### src/rtl/bcc_pkg.sv
package bcc_pkg;
    typedef enum logic [2:0] {
        K_NONE = 3'd0,
        K_MRD  = 3'd1,
        K_MWR  = 3'd2,
        K_IORD = 3'd3,
        K_IOWR = 3'd4,
        K_DLY1 = 3'd5,
        K_DLYL = 3'd6,
        K_RSV  = 3'd7
    } req_kind_e;

    typedef enum logic [2:0] {
        ST_IDLE,
        ST_ADDR,
        ST_STRB,
        ST_DONE,
        ST_DLY
    } bus_state_e;

    function automatic logic kind_is_xfer(input logic [2:0] k);
        return (k == K_MRD) || (k == K_MWR) || (k == K_IORD) || (k == K_IOWR);
    endfunction

    function automatic logic kind_is_delay(input logic [2:0] k);
        return (k == K_DLY1) || (k == K_DLYL);
    endfunction

    function automatic logic kind_is_io(input logic [2:0] k);
        return (k == K_IORD) || (k == K_IOWR);
    endfunction

    function automatic logic kind_is_read(input logic [2:0] k);
        return (k == K_MRD) || (k == K_IORD);
    endfunction

    function automatic logic kind_is_write(input logic [2:0] k);
        return (k == K_MWR) || (k == K_IOWR);
    endfunction
endpackage

### src/rtl/bcc_dly_cnt.sv
module bcc_dly_cnt #(
    parameter int CW = 2
) (
    input  logic          clk,
    input  logic          rst_n,
    input  logic          load,
    input  logic [CW-1:0] load_val,
    input  logic          run,
    output logic [CW-1:0] cnt
);
    always_ff @(posedge clk or negedge rst_n) begin
        if (!rst_n) begin
            cnt <= '0;
        end else if (load) begin
            cnt <= load_val;
        end else if (run && cnt != '0) begin
            cnt <= cnt - 1'b1;
        end
    end
endmodule

### src/rtl/bcc_addr_fmt.sv
module bcc_addr_fmt #(
    parameter int AW = 16
) (
    input  logic [AW-1:0] addr_in,
    input  logic          io_sel,
    output logic [AW-1:0] addr_out
);
    localparam int HW = AW / 2;

    always_comb begin
        if (io_sel) begin
            addr_out = {2{addr_in[HW-1:0]}};
        end else begin
            addr_out = addr_in;
        end
    end
endmodule

### src/rtl/bcc_rd_latch.sv
module bcc_rd_latch #(
    parameter int DW = 8
) (
    input  logic          clk,
    input  logic          rst_n,
    input  logic          cap,
    input  logic [DW-1:0] din,
    output logic [DW-1:0] q
);
    always_ff @(posedge clk or negedge rst_n) begin
        if (!rst_n) begin
            q <= '0;
        end else if (cap) begin
            q <= din;
        end
    end
endmodule

### src/rtl/bus_cycle_ctrl.sv
module bus_cycle_ctrl
    import bcc_pkg::*;
#(
    parameter int AW       = 16,
    parameter int DW       = 8,
    parameter int DLY_LONG = 3
) (
    input  logic          clk,
    input  logic          rst_n,
    input  logic          req_valid,
    input  logic [2:0]    req_kind,
    input  logic [AW-1:0] req_addr,
    input  logic [DW-1:0] req_wdata,
    output logic          req_ack,
    output logic          early_ack,
    output logic          data_ack,
    output logic [DW-1:0] rd_data,
    output logic [AW-1:0] bus_addr,
    output logic [DW-1:0] bus_dout,
    output logic          bus_oe,
    input  logic [DW-1:0] bus_din,
    output logic          rd_n,
    output logic          wr_n,
    output logic          io_m
);
    localparam int CW = $clog2(DLY_LONG + 1);

    bus_state_e    state_q, state_d;
    logic [2:0]    kind_q;
    logic [AW-1:0] addr_q;
    logic [DW-1:0] wdata_q;
    logic [CW-1:0] dly_cnt;
    logic [CW-1:0] dly_load;
    logic          accept;
    logic          xfer_active;
    logic          lat_io, lat_rd, lat_wr;

    assign accept   = (state_q == ST_IDLE) && req_valid &&
                      (kind_is_xfer(req_kind) || kind_is_delay(req_kind));
    assign dly_load = (req_kind == K_DLY1) ? '0 : CW'(DLY_LONG - 1);
    assign lat_io   = kind_is_io(kind_q);
    assign lat_rd   = kind_is_read(kind_q);
    assign lat_wr   = kind_is_write(kind_q);

    // State register and request latch
    always_ff @(posedge clk or negedge rst_n) begin
        if (!rst_n) begin
            state_q <= ST_IDLE;
            kind_q  <= K_NONE;
            addr_q  <= '0;
            wdata_q <= '0;
        end else begin
            state_q <= state_d;
            if (accept) begin
                kind_q  <= req_kind;
                addr_q  <= req_addr;
                wdata_q <= req_wdata;
            end
        end
    end

    // Next-state logic
    always_comb begin
        state_d = state_q;
        unique case (state_q)
            ST_IDLE: begin
                if (accept) begin
                    state_d = kind_is_xfer(req_kind) ? ST_ADDR : ST_DLY;
                end
            end
            ST_ADDR: state_d = ST_STRB;
            ST_STRB: state_d = ST_DONE;
            ST_DONE: state_d = ST_IDLE;
            ST_DLY:  state_d = (dly_cnt == '0) ? ST_IDLE : ST_DLY;
            default: state_d = ST_IDLE;
        endcase
    end

    // Output logic
    always_comb begin
        req_ack     = accept;
        early_ack   = 1'b0;
        data_ack    = 1'b0;
        rd_n        = 1'b1;
        wr_n        = 1'b1;
        xfer_active = 1'b0;
        unique case (state_q)
            ST_IDLE: begin
                early_ack = accept && kind_is_delay(req_kind) && (dly_load == '0);
            end
            ST_ADDR: begin
                xfer_active = 1'b1;
            end
            ST_STRB: begin
                xfer_active = 1'b1;
                early_ack   = 1'b1;
                rd_n        = !lat_rd;
                wr_n        = !lat_wr;
            end
            ST_DONE: begin
                xfer_active = 1'b1;
                data_ack    = 1'b1;
            end
            ST_DLY: begin
                early_ack = (dly_cnt == CW'(1));
                data_ack  = (dly_cnt == '0);
            end
            default: begin
                xfer_active = 1'b0;
            end
        endcase
        io_m     = xfer_active && lat_io;
        bus_oe   = xfer_active && lat_wr;
        bus_dout = wdata_q;
    end

    bcc_dly_cnt #(.CW(CW)) u_dly (
        .clk      (clk),
        .rst_n    (rst_n),
        .load     (accept),
        .load_val (dly_load),
        .run      (state_q == ST_DLY),
        .cnt      (dly_cnt)
    );

    bcc_addr_fmt #(.AW(AW)) u_afmt (
        .addr_in  (addr_q),
        .io_sel   (lat_io),
        .addr_out (bus_addr)
    );

    bcc_rd_latch #(.DW(DW)) u_rdl (
        .clk   (clk),
        .rst_n (rst_n),
        .cap   ((state_q == ST_STRB) && lat_rd),
        .din   (bus_din),
        .q     (rd_data)
    );
endmodule

### config.mk
export PLATFORM = sky130hd
export DESIGN_NAME = bus_cycle_ctrl
export DESIGN_NICKNAME = d
export VERILOG_FILES = /design/src/rtl/bcc_pkg.sv /design/src/rtl/bcc_dly_cnt.sv /design/src/rtl/bcc_addr_fmt.sv /design/src/rtl/bcc_rd_latch.sv /design/src/rtl/bus_cycle_ctrl.sv
export SDC_FILE = /design/constraint.sdc
export NUM_CORES = 1
export LEC_CHECK = 0
export ABC_AREA = 1
export BUFFER_PORTS_ARGS = -buffer_cell sky130_fd_sc_hd__buf_2
export CAP_MARGIN = 15
export CELL_PAD_IN_SITES_DETAIL_PLACEMENT = 1
export CELL_PAD_IN_SITES_GLOBAL_PLACEMENT = 1
export CORE_MARGIN = 1
export CORE_UTILIZATION = 35
export CTS_BUF_LIST = sky130_fd_sc_hd__clkbuf_2
export DETAILED_ROUTE_END_ITERATION = 12
export PLACE_DENSITY = 0.87
export RECOVER_POWER = 50
export SYNTH_ARGS = -nofsm -noshare
export SYNTH_HDL_FRONTEND = slang
export SYNTH_SLANG_ARGS = --single-unit
### constraint.sdc
create_clock -name clk -period 1.6 [get_ports clk]
set_input_delay 0.32 -clock clk [delete_from_list [all_inputs] [get_ports clk]]
set_output_delay 0.32 -clock clk [all_outputs]
set_load 0.05 [all_outputs]
==> impl_metrics.xml <==
<?xml version="1.0" encoding="UTF-8"?>
<metrics>
  <group name="synth">
    <metric name="yosysTopAreaCellShare" unit="">0.5057</metric>
    <metric name="post_synthesis_compound_gate_area_fraction" unit="">0.05815</metric>
    <metric name="synthCells" unit="">243</metric>
    <metric name="share_of_the_synthesized_netlist_area_taken_by_xor_and_xnor_gates" unit="">0.004425</metric>
    <metric name="synthTopCellsByArea" unit="">sky130_fd_sc_hd__dfrtp_1 51%, sky130_fd_sc_hd__nand2_1 22%, sky130_fd_sc_hd__inv_1 4.6%, sky130_fd_sc_hd__nand3_1 4.0%, sky130_fd_sc_hd__buf_4 3.8%</metric>
    <metric name="synth_warnings" unit="">0</metric>
    <metric name="post_synth_top_area_cell" unit="">sky130_fd_sc_hd__dfrtp_1</metric>
    <metric name="area_share_of_fa_ha_maj_cells_after_synthesis" unit="">0.01264</metric>
    <metric name="synth_fp_nets" unit="">283</metric>
    <metric name="synth.mux.area_fraction" unit="">0</metric>
    <metric name="number_of_synthesized_register_bits" unit="">40</metric>
    <metric name="synth_sequential_area_ratio" unit="">0.5057</metric>
    <metric name="yosys.area_share.simple" unit="">0.3040</metric>
    <metric name="syn-mean-instance-area" unit="µm²">8.146</metric>
    <metric name="synth_top_family_by_area" unit="">simple AND/OR/NAND/NOR gates</metric>
    <metric name="netlist-cell-type-count" unit="">22</metric>
    <metric name="syn_area" unit="µm²">1979</metric>
  </group>
  <group name="routing">
    <metric name="routed-via-count" unit="">1890</metric>
    <metric name="routed_wirelength" unit="mm">5.826</metric>
    <metric name="wl_per_cell" unit="µm">14.28</metric>
    <metric name="starting_drt_drc_count" unit="">106</metric>
    <metric name="pre_repair_dr_iteration_count" unit="">4</metric>
    <metric name="ant_nets" unit="">0</metric>
    <metric name="remaining_routing_drc_violations" unit="">0</metric>
    <metric name="vias_per_cell" unit="">4.632</metric>
  </group>
  <group name="timing">
    <metric name="finalHoldViolCount" unit="">0</metric>
    <metric name="max_slew.worst_pin.slew" unit="ps">1028</metric>
    <metric name="final.min_clock_period" unit="ps">1992</metric>
    <metric name="rsz0062_at_grt" unit="">true</metric>
    <metric name="final_setup_margin" unit="ps">-392.4</metric>
    <metric name="timing.final.setup_violations" unit="">15</metric>
    <metric name="timing.fmax" unit="MHz">501.9</metric>
    <metric name="setup-tns-final" unit="ps">-5029</metric>
    <metric name="fin_skew" unit="ps">21.51</metric>
    <metric name="worst_rel_slew_slack" unit="">0.3144</metric>
    <metric name="layout_worst_path_cycle_share" unit="">1.245</metric>
    <metric name="finalMaxSlewViolations" unit="">0</metric>
  </group>
  <group name="setup_path">
    <metric name="cp_slowest_stage_delay" unit="ps">450</metric>
    <metric name="cp_common_cell" unit="">sky130_fd_sc_hd__buf_6</metric>
    <metric name="critPathRequiredTime" unit="ps">1280</metric>
    <metric name="cp-start-kind" unit="">flip-flop</metric>
    <metric name="crit_arrival" unit="ps">1670</metric>
    <metric name="timing.critical_path.max_delay_family" unit="">flip-flops</metric>
    <metric name="critical_path_peak_fanout" unit="">4</metric>
    <metric name="path_buf_inv" unit="">2</metric>
    <metric name="crit_path_top_delay_cell" unit="">sky130_fd_sc_hd__dfrtp_1</metric>
    <metric name="crit_path_cell_trace" unit="">o21ai_2 &gt; buf_6 &gt; nand2_4 &gt; nand2_2 &gt; nand2_1 &gt; buf_6</metric>
    <metric name="timing.critical_path.to_type" unit="">output pin</metric>
    <metric name="timing_worst_setup_path_type" unit="">reg -&gt; out</metric>
  </group>
  <group name="layout">
    <metric name="drive_gt1_frac" unit="">0.4613</metric>
    <metric name="finish.cell_count_without_fillers" unit="">408</metric>
    <metric name="mostFrequentLayoutCells" unit="">97 x sky130_fd_sc_hd__nand2_1, 50 x sky130_fd_sc_hd__buf_2, 38 x sky130_fd_sc_hd__dfrtp_1</metric>
    <metric name="finish.net_count" unit="">375</metric>
    <metric name="layout.core_utilization" unit="">0.5265</metric>
    <metric name="syn2layout_area_growth" unit="%">45.58</metric>
    <metric name="antenna_cells" unit="">0</metric>
    <metric name="mostFrequentLayoutCell" unit="">sky130_fd_sc_hd__nand2_1</metric>
  </group>
  <group name="die">
    <metric name="pin_count" unit="">77</metric>
    <metric name="initial_core_util" unit="">0.3617</metric>
    <metric name="core_area" unit="µm²">5473</metric>
    <metric name="floorplan.die.height" unit="µm">77.20</metric>
    <metric name="die_w" unit="µm">77.20</metric>
    <metric name="floorplan.rows" unit="">27</metric>
    <metric name="die_area" unit="µm²">5960</metric>
  </group>
  <group name="clock_tree">
    <metric name="clk-insertion-delay-late" unit="ps">410</metric>
    <metric name="tritoncts_num_sinks" unit="">40</metric>
    <metric name="cts_root_buffer" unit="">sky130_fd_sc_hd__clkbuf_2</metric>
    <metric name="cts_inserted_buffers" unit="">5</metric>
    <metric name="cts_max_path_buffers" unit="">2</metric>
    <metric name="tritoncts_clock_tree" unit="">built</metric>
    <metric name="cts_htree_levels" unit="">2</metric>
    <metric name="cts.reportedPaths.clkPinSlew" unit="ps">220</metric>
  </group>
  <group name="placed_design">
    <metric name="dp_hpwl" unit="mm">3.729</metric>
    <metric name="place.port_buffers" unit="">76</metric>
    <metric name="placed_cells" unit="">388</metric>
    <metric name="place.gp.congestion" unit="">0.7841</metric>
  </group>
  <group name="grt">
    <metric name="grt.overflow.total" unit="">0</metric>
    <metric name="grt_antenna_before_repair" unit="">0</metric>
    <metric name="wire_length_of_the_first_global_routing_pass" unit="mm">9.328</metric>
    <metric name="overall_global_routing_usage" unit="">0.2010</metric>
    <metric name="grt_start_max_net_pins" unit="">41</metric>
    <metric name="grt_pass1_vias" unit="">1944</metric>
  </group>
  <group name="status">
    <metric name="run_status" unit="">finished with violations</metric>
    <metric name="violations" unit="">setup timing</metric>
  </group>
  <group name="run">
    <metric name="maxCapViolCount" unit="">0</metric>
  </group>
  <group name="hold_path">
    <metric name="worstHoldPathType" unit="">in -&gt; reg</metric>
  </group>
</metrics>
==> final timing paths <==
check                                       start                endpoint  slack, ps  cells after the start
min                                   req_addr[2]   addr_q[2]$_DFFE_PN0P_         90                      3
min reg2reg                u_rdl.q[0]$_DFFE_PN0P_  u_rdl.q[0]$_DFFE_PN0P_        510                      2
max reg2reg                state_q[0]$_DFFE_PN0P_  u_rdl.q[2]$_DFFE_PN0P_        120                      6
max in group asynchronous                   rst_n  state_q[0]$_DFFE_PN0P_        230                      3
min in group asynchronous                   rst_n   addr_q[3]$_DFFE_PN0P_        680                      3
max                         kind_q[1]$_DFFE_PN0P_            bus_addr[14]       -390                      6
==> state kept, by name, summed over array words and instances, names as in the netlist <==
name       count
addr_q        16
u_dly.cnt      2
bus_dout       8
kind_q         3
u_rdl.q        8
state_q        3
==> through the flow <==
stage                     area (µm²)  hold slack [ps]  worst slack, ps
final                           2882            85.05           -392.4
after floorplan                 1984            24.41           -12.88
after detailed placement        2432            413.6           -138.8
after global routing            2882            46.15           -494.5
after CTS                       2763            65.02           -359.0
after global placement          2432            410.2           -32.59
==> timing repair <==
item / in CTS / in global routing
resized for setup: 68 / 22
pin swaps: 14 / 10
hold endpoints to repair: 40 / 0
setup buffers: 6 / 4
setup endpoints to repair: 15 / 15
hold buffers: 1 / 0
gates cloned: 0 / 1
==> worst register-to-register path: stages, from the launching register on <==
cell and delay, ps:
sky130_fd_sc_hd__dfrtp_2 480, sky130_fd_sc_hd__buf_4 150, sky130_fd_sc_hd__nor3_4 250, sky130_fd_sc_hd__nand3_2 130, sky130_fd_sc_hd__buf_4 230, sky130_fd_sc_hd__nand2_1 90, sky130_fd_sc_hd__o21ai_2 50
==> Yosys cell counts (all sizes together) <==
cell / n
o21ai: 16
a21oi: 1
inv: 26
nor3: 1
nand3: 17
buf: 15
dfrtp: 40
nand4: 2
nand2: 117
xor2: 1
ha: 2
nor2: 5
==> layer usage <==
| layer | vias up | share of wire | GRT usage |
|---|---|---|---|
| li1 | 924 | - | - |
| met1 | 905 | 0.40 | 0.2383 |
| met2 | 51 | 0.54 | 0.3584 |
| met3 | 10 | 0.038 | 0.03690 |
| met4 | 0 | 0.020 | 0.07358 |
| met5 | - | 0 | 0 |
==> layout make-up <==
class / instances / area, µm²
Clock buffer: 5 / 25.02
Fill cell: 692 / 2591
Inverter: 26 / 102.6
Sequential cell: 40 / 1003
Clock inverter: 3 / 18.77
Multi-Input combinational cell: 163 / 927.1
Tap cell: 72 / 90.09
Timing Repair Buffer: 99 / 714.4
==> cell families after synthesis <==
logic type	count (synthesis)
simple gates	142
buf+inv	41
flops	40
compound gates	17
fa+ha+maj	2
xor+xnor	1
Power is left out: the tool's default activity adds up to more than one toggle a clock period on the data nets, which glitch-free logic cannot reach.
